===== config.mk =====
export PLATFORM = sky130hd
export DESIGN_NAME = i2s_multilane_rx
export DESIGN_NICKNAME = d
export VERILOG_FILES = /design/src/rtl/i2s_multilane_rx.sv
export SDC_FILE = /design/constraint.sdc
export NUM_CORES = 1
export LEC_CHECK = 0
export BUFFER_PORTS_ARGS = -buffer_cell sky130_fd_sc_hd__buf_2
export CAP_MARGIN = 0
export CELL_PAD_IN_SITES_DETAIL_PLACEMENT = 1
export CELL_PAD_IN_SITES_GLOBAL_PLACEMENT = 2
export CORE_MARGIN = 3
export CORE_UTILIZATION = 38
export CTS_CLUSTER_DIAMETER = 150
export DETAILED_ROUTE_END_ITERATION = 7
export GPL_TIMING_DRIVEN = 1
export PLACE_DENSITY_LB_ADDON = 0.05
export SLEW_MARGIN = 20
export SYNTH_ARGS = -nofsm -noshare
export SYNTH_HDL_FRONTEND = slang
export SYNTH_SLANG_ARGS = --single-unit

===== constraint.sdc =====
create_clock -name clk -period 4.7 [get_ports clk]
set_input_delay 0.94 -clock clk [delete_from_list [all_inputs] [get_ports clk]]
set_output_delay 0.94 -clock clk [all_outputs]
set_load 0.05 [all_outputs]

===== src/rtl/i2s_multilane_rx.sv =====
module i2s_multilane_rx #(
  parameter int LANES = 8,
  parameter int WIDTH = 24
) (
  input  logic                     clk,
  input  logic                     rst_n,
  input  logic                     sck_in,
  input  logic                     ws_in,
  input  logic [LANES-1:0]         sd_in,
  output logic [LANES*WIDTH-1:0]   left_data,
  output logic [LANES*WIDTH-1:0]   right_data,
  output logic                     pair_valid
);
  localparam int CW = $clog2(WIDTH + 1);
  localparam logic [CW-1:0] FULL = CW'(WIDTH);

  logic [2:0]       sck_q;
  logic [1:0]       ws_q;
  logic [LANES-1:0] sd_q1, sd_q2;

  always_ff @(posedge clk) begin
    if (!rst_n) begin
      sck_q <= '0;
      ws_q  <= '0;
      sd_q1 <= '0;
      sd_q2 <= '0;
    end else begin
      sck_q <= {sck_q[1:0], sck_in};
      ws_q  <= {ws_q[0], ws_in};
      sd_q1 <= sd_in;
      sd_q2 <= sd_q1;
    end
  end

  wire rise   = sck_q[1] & ~sck_q[2];
  wire ws_now = ws_q[1];

  logic          ws_prev, armed, left_ok;
  logic [CW-1:0] bit_cnt;

  wire boundary = rise && (ws_now != ws_prev);
  wire latch_l  = boundary && armed && !ws_prev;
  wire latch_r  = boundary && armed && ws_prev && left_ok;

  always_ff @(posedge clk) begin
    if (!rst_n) begin
      ws_prev    <= 1'b0;
      armed      <= 1'b0;
      left_ok    <= 1'b0;
      bit_cnt    <= '0;
      pair_valid <= 1'b0;
    end else begin
      pair_valid <= latch_r;
      if (rise) begin
        ws_prev <= ws_now;
        armed   <= armed | boundary;
        if (latch_l) left_ok <= 1'b1;
        if (boundary)          bit_cnt <= '0;
        else if (bit_cnt != FULL) bit_cnt <= bit_cnt + 1'b1;
      end
    end
  end

  logic [WIDTH-1:0] slot;
  always_comb begin
    for (int b = 0; b < WIDTH; b++)
      slot[b] = (bit_cnt == CW'(WIDTH - 1 - b));
  end

  for (genvar g = 0; g < LANES; g++) begin : g_lane
    logic [WIDTH-1:0] asm_q;
    wire  [WIDTH-1:0] word = (asm_q & ~slot) | (slot & {WIDTH{sd_q2[g]}});

    always_ff @(posedge clk) begin
      if (!rst_n) begin
        asm_q                       <= '0;
        left_data[g*WIDTH +: WIDTH]  <= '0;
        right_data[g*WIDTH +: WIDTH] <= '0;
      end else if (rise) begin
        asm_q <= boundary ? '0 : word;
        if (latch_l) left_data[g*WIDTH +: WIDTH]  <= word;
        if (latch_r) right_data[g*WIDTH +: WIDTH] <= word;
      end
    end
  end
endmodule


==> results of run 1 <==
## layout make-up
cell class / instances / area share [%]
tap: 931 / 3.80
multi-input combinational: 1823 / 41.0
antenna: 1 / 0.00817
timing repair buffer: 447 / 8.13
clock inverter: 15 / 0.409
sequential: 606 / 39.7
clock buffer: 107 / 6.90
inverter: 5 / 0.0858
## flip-flops by register name, summed over array words and instances, names as in the netlist
| name | count |
|---|---|
| sd_q2 | 8 |
| right_data | 192 |
| ws_prev | 1 |
| ws_q | 2 |
| armed | 1 |
| left_data | 192 |
| sd_q1 | 8 |
| pair_valid | 1 |
| g_lane.asm_q | 192 |
| sck_q | 3 |
| bit_cnt | 5 |
| left_ok | 1 |
## worst reg2reg max path: cells and delay by family, from the launching register on
family / cells / cell delay [ns]
AOI/OAI and AO/OA: 1 / 0.15
DFF: 1 / 0.74
and+or+nand+nor: 2 / 1.66
buffers and inverters: 1 / 0.34
## placed cells by master (no fill, tap or decap), types with 5 or more instances in the layout
cell type and count:
and4b_2 7, buf_2 395, a21oi_1 382, and2_1 21, nand4_1 368, dfxtp_1 600
nand2_1 11, and4bb_2 12, buf_4 41, clkbuf_8 19, nand3_1 379, a32o_1 6
clkbuf_1 17, a211oi_2 94, a211oi_1 282, buf_12 9, o211a_1 8, dfxtp_2 5
clkinv_2 9, nand4b_1 7, clkbuf_16 72, nand4bb_2 8, ha_1 6, mux2i_1 192
## final timing paths
path | startpoint | to | slack (ns) | cells after the start
setup / recovery | armed | right_data[142] | 1.63 | 4
setup reg to reg | armed | right_data[142] | 1.63 | 4
hold / removal | sd_q1[4] | sd_q2[4] | 0.43 | 1
hold reg to reg | sd_q1[4] | sd_q2[4] | 0.43 | 1
## cell families after synthesis
family | Yosys count | synth area share, %
AO/OA/AOI/OAI | 782 | 20.1
XOR/XNOR | 2 | 0.0651
adder cells (fa/ha/maj) | 6 | 0.279
buffers and inverters | 429 | 8.68
flip-flops | 606 | 45.1
multiplexers | 192 | 7.14
AND/OR/NAND/NOR | 841 | 18.6
## cells in the mapped netlist
cell type    n  area, sq um
a211oi_1   282         2120
a211oi_2    94         1180
a21oi_1    382         1910
a32o_1       6         60.1
and2_1      22          138
and2_4       1         8.76
and3_1       3         18.8
and3b_1      1         8.76
and4b_1      9         90.1
and4bb_1    12          150
and4bb_2     1         12.5
buf_1       17         63.8
buf_12       4         80.1
buf_2      122          611
buf_4       27          203
buf_6       40          450
buf_8        9          135
clkbuf_1   203          762
clkbuf_2     2         10.0
dfxtp_1    606        12100
ha_1         6         75.1
inv_1        5         18.8
mux2i_1    192         1920
nand2_1     11         41.3
nand2b_1     2         12.5
nand3_1    379         1900
nand4_1    368         2300
nand4b_1     7         61.3
nand4bb_1   12          135
nor2_1       1         3.75
nor2b_1      1         6.26
nor3b_1      1         7.51
nor4b_2      4         60.1
o211a_1      8         80.1
o21a_1       2         15.0
o21ai_0      2         10.0
o22ai_1      4         25.0
o32ai_1      2         17.5
or3_1        2         12.5
or4b_1       4         40.0
xnor2_1      1         8.76
xor2_1       1         8.76
## where the power goes
| part | total, mW | internal [mW] | switching, mW |
|---|---|---|---|
| Clock | 5.40 | 3.15 | 2.24 |
| Sequential | 5.17 | 5.15 | 0.0231 |
| Combinational | 0.347 | 0.0514 | 0.295 |
| Total | 10.9 | 8.35 | 2.56 |
## stage by stage
step                      instance area (sq um)  util (%)  total power [mW]
after global placement                    28400      40.9              5.61
after CTS                                 30600      44.2              11.0
final                                     30600      44.2              10.9
after global routing                      30600      44.2              11.3
after detailed placement                  28400      40.9              5.62
after floorplan                           26900         -              5.53
## per-layer routing
| layer | vias up | track usage, % |
|---|---|---|
| met5 | - | 0 |
| met4 | 0 | 9.62 |
| met3 | 167 | 4.55 |
| met2 | 761 | 42.9 |
| met1 | 12513 | 39.1 |
| li1 | 11107 | - |
==> impl_metrics.env, run 1 <==
export IMPL_status="complete, no violations"
export IMPL_hold_viol=0
export IMPL_max_freq_mhz=326
export IMPL_dp_cells=3811
export IMPL_wl_per_cell_um=27.2
export IMPL_synth_seq_area_share_pct=45.1
export IMPL_crit_fanout=53
export IMPL_grt_pass1_vias=24058
export IMPL_synthCells=2858
export IMPL_vias_per_cell=6.24
export IMPL_antenna_found_initial=1
export IMPL_worst_setup_path_start_kind="flip-flop"
export IMPL_clk_pin_slew_ns=0.06
export IMPL_yosysWarnings=0
export IMPL_die_h_um=272
export IMPL_routed_wirelength_um=107000
export IMPL_fin_crit_ns=3.07
export IMPL_tns_ns=0
export IMPL_htree_num_levels=3
export IMPL_grt_first_pass_wirelength_um=160000
export IMPL_slowest_delay_ns=0.92
export IMPL_finalMaxSlewViolations=0
export IMPL_ant_nets=0
export IMPL_die_area_sq_um=74000
export IMPL_fillers=7870
export IMPL_drive_gt1_share_pct=23.0
export IMPL_timing_max_cap_violations=0
export IMPL_drt_iter0_markers=1953
export IMPL_critPathArrivalTime_ns=3.50
export IMPL_die_width_um=272
export IMPL_netlist_area_sq_um=26900
export IMPL_initial_utilization_pct=38.8
export IMPL_critical_path_top_delay_family="simple AND/OR/NAND/NOR gates"
export IMPL_required_ns=5.13
export IMPL_hold_buffers=0
export IMPL_syn_to_final_growth_pct=13.8
export IMPL_placementRows=96
export IMPL_drcViolationCount=0
export IMPL_yosysUniqueCellTypes=42
export IMPL_highest_layer="met4"
export IMPL_grtUsageTotal_pct=27.7
export IMPL_multi_input_area_sq_um=12600
export IMPL_nNetsFinal=2971
export IMPL_ys_ff_latch=606
export IMPL_overflow=0
export IMPL_numCtsBuffers=70
export IMPL_wl_met1_um=48800
export IMPL_clock_skew_ns=0.0145
export IMPL_place_ws_ns=1.65
export IMPL_power_leakage_nw=10.9
export IMPL_clockBufferDepth=3
export IMPL_setup_viol=0
export IMPL_fin_crit_sh_pct=65.4
export IMPL_cp_slowest_cell="and2_4"
export IMPL_clockRootBuffer="clkbuf_16"
export IMPL_place_congestion=0.793
export IMPL_crit_type="flip-flop to flip-flop"
export IMPL_postCtsSetupRepairBufs=0
export IMPL_tightest_slew_ns=1.15
export IMPL_worstHoldPathType="flip-flop to flip-flop"
export IMPL_port_buffer_count=396
export IMPL_crit_buf_inv=1
export IMPL_relSlewSlack_pct=23.6
export IMPL_syn_nets=2876
export IMPL_drt_first_pass_iters=5
export IMPL_syn_avg_cell_area_sq_um=9.41
export IMPL_met3_length_um=6130
export IMPL_layout_cells_non_filler=3935
export IMPL_power_density_nw_per_um2=356
export IMPL_cts_tree="yes"
export IMPL_dp_hpwl_um=64300
export IMPL_hold_ws_ns=0.434
export IMPL_core_sq_um=69300
export IMPL_grt_max_degree=197
export IMPL_clkLatencyLatePin_ns=0.61
export IMPL_setup_worst_path_end_class="flip-flop"
export IMPL_ir_drop_mv=0.210
export IMPL_wl_met2_um=48300
export IMPL_post_cts_resized=0
export IMPL_seqCellArea_sq_um=12100
export IMPL_pin_count=397
export IMPL_cts_sinks=606
export IMPL_layout_setup_ws_ns=1.63
export IMPL_rsz0062_at_grt="false"
export IMPL_vias=24548
export IMPL_cp_cell_sequence="and4b_4, and2_4, buf_12, a211oi_1"
(Power assumes the default switching activity.)
==> inputs of run 2 (changes only) <==
--- a/config.mk
+++ b/config.mk
@@ -10,7 +10,7 @@
 export CELL_PAD_IN_SITES_DETAIL_PLACEMENT = 1
 export CELL_PAD_IN_SITES_GLOBAL_PLACEMENT = 2
 export CORE_MARGIN = 3
-export CORE_UTILIZATION = 38
+export CORE_UTILIZATION = 32
 export CTS_CLUSTER_DIAMETER = 150
 export DETAILED_ROUTE_END_ITERATION = 7
 export GPL_TIMING_DRIVEN = 1
==> constraint.sdc (replaced) <==
create_clock -name clk -period 2.8 [get_ports clk]
set_input_delay 0.56 -clock clk [delete_from_list [all_inputs] [get_ports clk]]
set_output_delay 0.56 -clock clk [all_outputs]
set_load 0.05 [all_outputs]
==> impl_metrics.env, run 2 (same netlist as run 1, synthesis figures left out) <==
export IMPL_hold_buffers=0
export IMPL_hold_start="sd_in[3]"
export IMPL_die_width_um=296
export IMPL_power_total_mw=19.0
export IMPL_die_area_sq_um=87600
export IMPL_fin_crit_ns=2.65
export IMPL_fin_crit_sh_pct=94.5
export IMPL_grt_max_degree=194
export IMPL_switching_share_pct=23.5
export IMPL_critPathArrivalTime_ns=3.13
export IMPL_postCtsSetupRepairBufs=0
export IMPL_pin_count=397
export IMPL_rsz0062_at_grt="false"
export IMPL_clkLatencyLatePin_ns=0.62
export IMPL_grt_pass1_vias=25019
export IMPL_final_common_cell="dfxtp_1"
export IMPL_max_freq_mhz=378
export IMPL_setup_worst_path_end_class="flip-flop"
export IMPL_tightest_slew_ns=0.960
export IMPL_clock_skew_ns=0.0254
export IMPL_drt_iter0_markers=1956
export IMPL_r2r_start="bit_cnt[2]"
export IMPL_tns_ns=0
export IMPL_grtUsageTotal_pct=26.6
export IMPL_dp_cells=4043
export IMPL_wl_per_cell_um=29.1
export IMPL_status="complete, no violations"
export IMPL_p_sw_mw=4.47
export IMPL_r2r_slack_ns=0.15
export IMPL_ir_drop_mv=0.365
export IMPL_vias=25335
export IMPL_cts_sinks=606
export IMPL_core_sq_um=82600
export IMPL_numCtsBuffers=73
export IMPL_overflow=0
export IMPL_clk_pin_slew_ns=0.06
export IMPL_place_congestion=0.822
export IMPL_grt_first_pass_wirelength_um=177000
export IMPL_power_leakage_nw=11.5
export IMPL_crit_type="flip-flop to flip-flop"
export IMPL_cts_tree="yes"
export IMPL_pwr_share_comb_pct=3.7
export IMPL_die_h_um=296
export IMPL_clockBufferDepth=3
export IMPL_reg_top3="g_lane.asm_q: 192 flops, left_data: 192 flops, right_data: 192 flops"
export IMPL_worst_setup_path_start_kind="flip-flop"
export IMPL_syn_to_final_growth_pct=19.4
export IMPL_timing_max_cap_violations=0
export IMPL_seqPwrFrac_pct=45.7
export IMPL_post_route_util_pct=38.9
export IMPL_port_buffer_count=396
export IMPL_drive_gt1_share_pct=25.5
export IMPL_layout_cells_non_filler=4168
export IMPL_power_density_nw_per_um2=591
export IMPL_setup_viol=0
export IMPL_crit_fanout=19
export IMPL_placementRows=105
export IMPL_vias_per_cell=6.08
export IMPL_drt_first_pass_iters=5
export IMPL_crit_start="bit_cnt[2]"
export IMPL_antenna_found_initial=1
export IMPL_dp_hpwl_um=75300
export IMPL_routed_wirelength_um=121000
export IMPL_post_cts_resized=0
export IMPL_clockRootBuffer="clkbuf_16"
export IMPL_relSlewSlack_pct=36.0
export IMPL_htree_num_levels=3
export IMPL_mostFrequentLayoutCells="dfxtp_1 (597), buf_2 (395), a21oi_1 (382), nand3_1 (379), nand4_1 (368)"
export IMPL_initial_utilization_pct=32.6
export IMPL_pwr_share_clk_pct=50.6
export IMPL_worstHoldPathType="input pin to flip-flop"
export IMPL_antenna_cells=0
export IMPL_hold_ws_ns=0.154
export IMPL_drcViolationCount=0
export IMPL_finalMaxSlewViolations=0
export IMPL_hold_viol=0
export IMPL_nNetsFinal=3067
export IMPL_intPower_mw=14.5
export IMPL_required_ns=3.28
export IMPL_ant_nets=0
## run 2: cell types whose count changed in the layout (fill, tap and decap cells not counted), sizes merged
cell,delta
bufinv,+2
clkbuf,+9
clkinv,-7
clkinvlp,-1
diode,-1
inv,-1
buf,+93
## run 2: stage by stage
| step | setup slack, ns | cell area (sq um) |
|---|---|---|
| 2_1_floorplan | 0.683 | 26900 |
| 3_3_place_gp | 0.275 | 29700 |
| 3_5_place_dp | 0.239 | 29700 |
| 4_1_cts | 0.198 | 32100 |
| 5_1_grt | 0.0408 | 32100 |
| 6_report | 0.155 | 32100 |
## run 2: worst max-delay path, stage by stage (launching register included)
cell	delay, ns
dfxtp_1	0.72
buf_4	0.33
and4bb_2	0.72
mux2i_1	0.59
a211oi_1	0.15
## run 2: path summary, 6_finish.rpt
path	end	depth (start not counted)
worst max-delay path	right_data[112]	4
worst min-delay path	sd_q1[3]	2
worst max register to register	right_data[112]	4
worst min register to register	sd_q2[3]	1
## run 2: cell type report
cell class	instances	area, sq um
Sequential cell	606	12100
Multi-Input combinational cell	1823	12600
Inverter	5	26.3
Clock inverter	8	123
Clock buffer	116	2240
Fill cell	9251	50500
Tap cell	1070	1340
Timing Repair Buffer	540	3670
## run 2: power by group through the flow
stage                     combinational (mW)  clock [mW]  sequential, mW
final                                  0.703        9.61            8.68
after global routing                   0.736        10.2            8.67
after CTS                              0.694        9.82            8.68
after detailed placement               0.692           0            8.87
after global placement                 0.684           0            8.87
after floorplan                        0.441           0            8.84
## run 2: routing by layer
| metal | track usage, % | vias up | part of all wire (%) |
|---|---|---|---|
| met3 | 3.76 | 163 | 5.5 |
| met4 | 7.53 | 2 | 2.6 |
| met5 | 0 | - | 0.0091 |
| li1 | - | 11312 | - |
| met1 | 38.4 | 13100 | 47 |
| met2 | 41.4 | 758 | 45 |
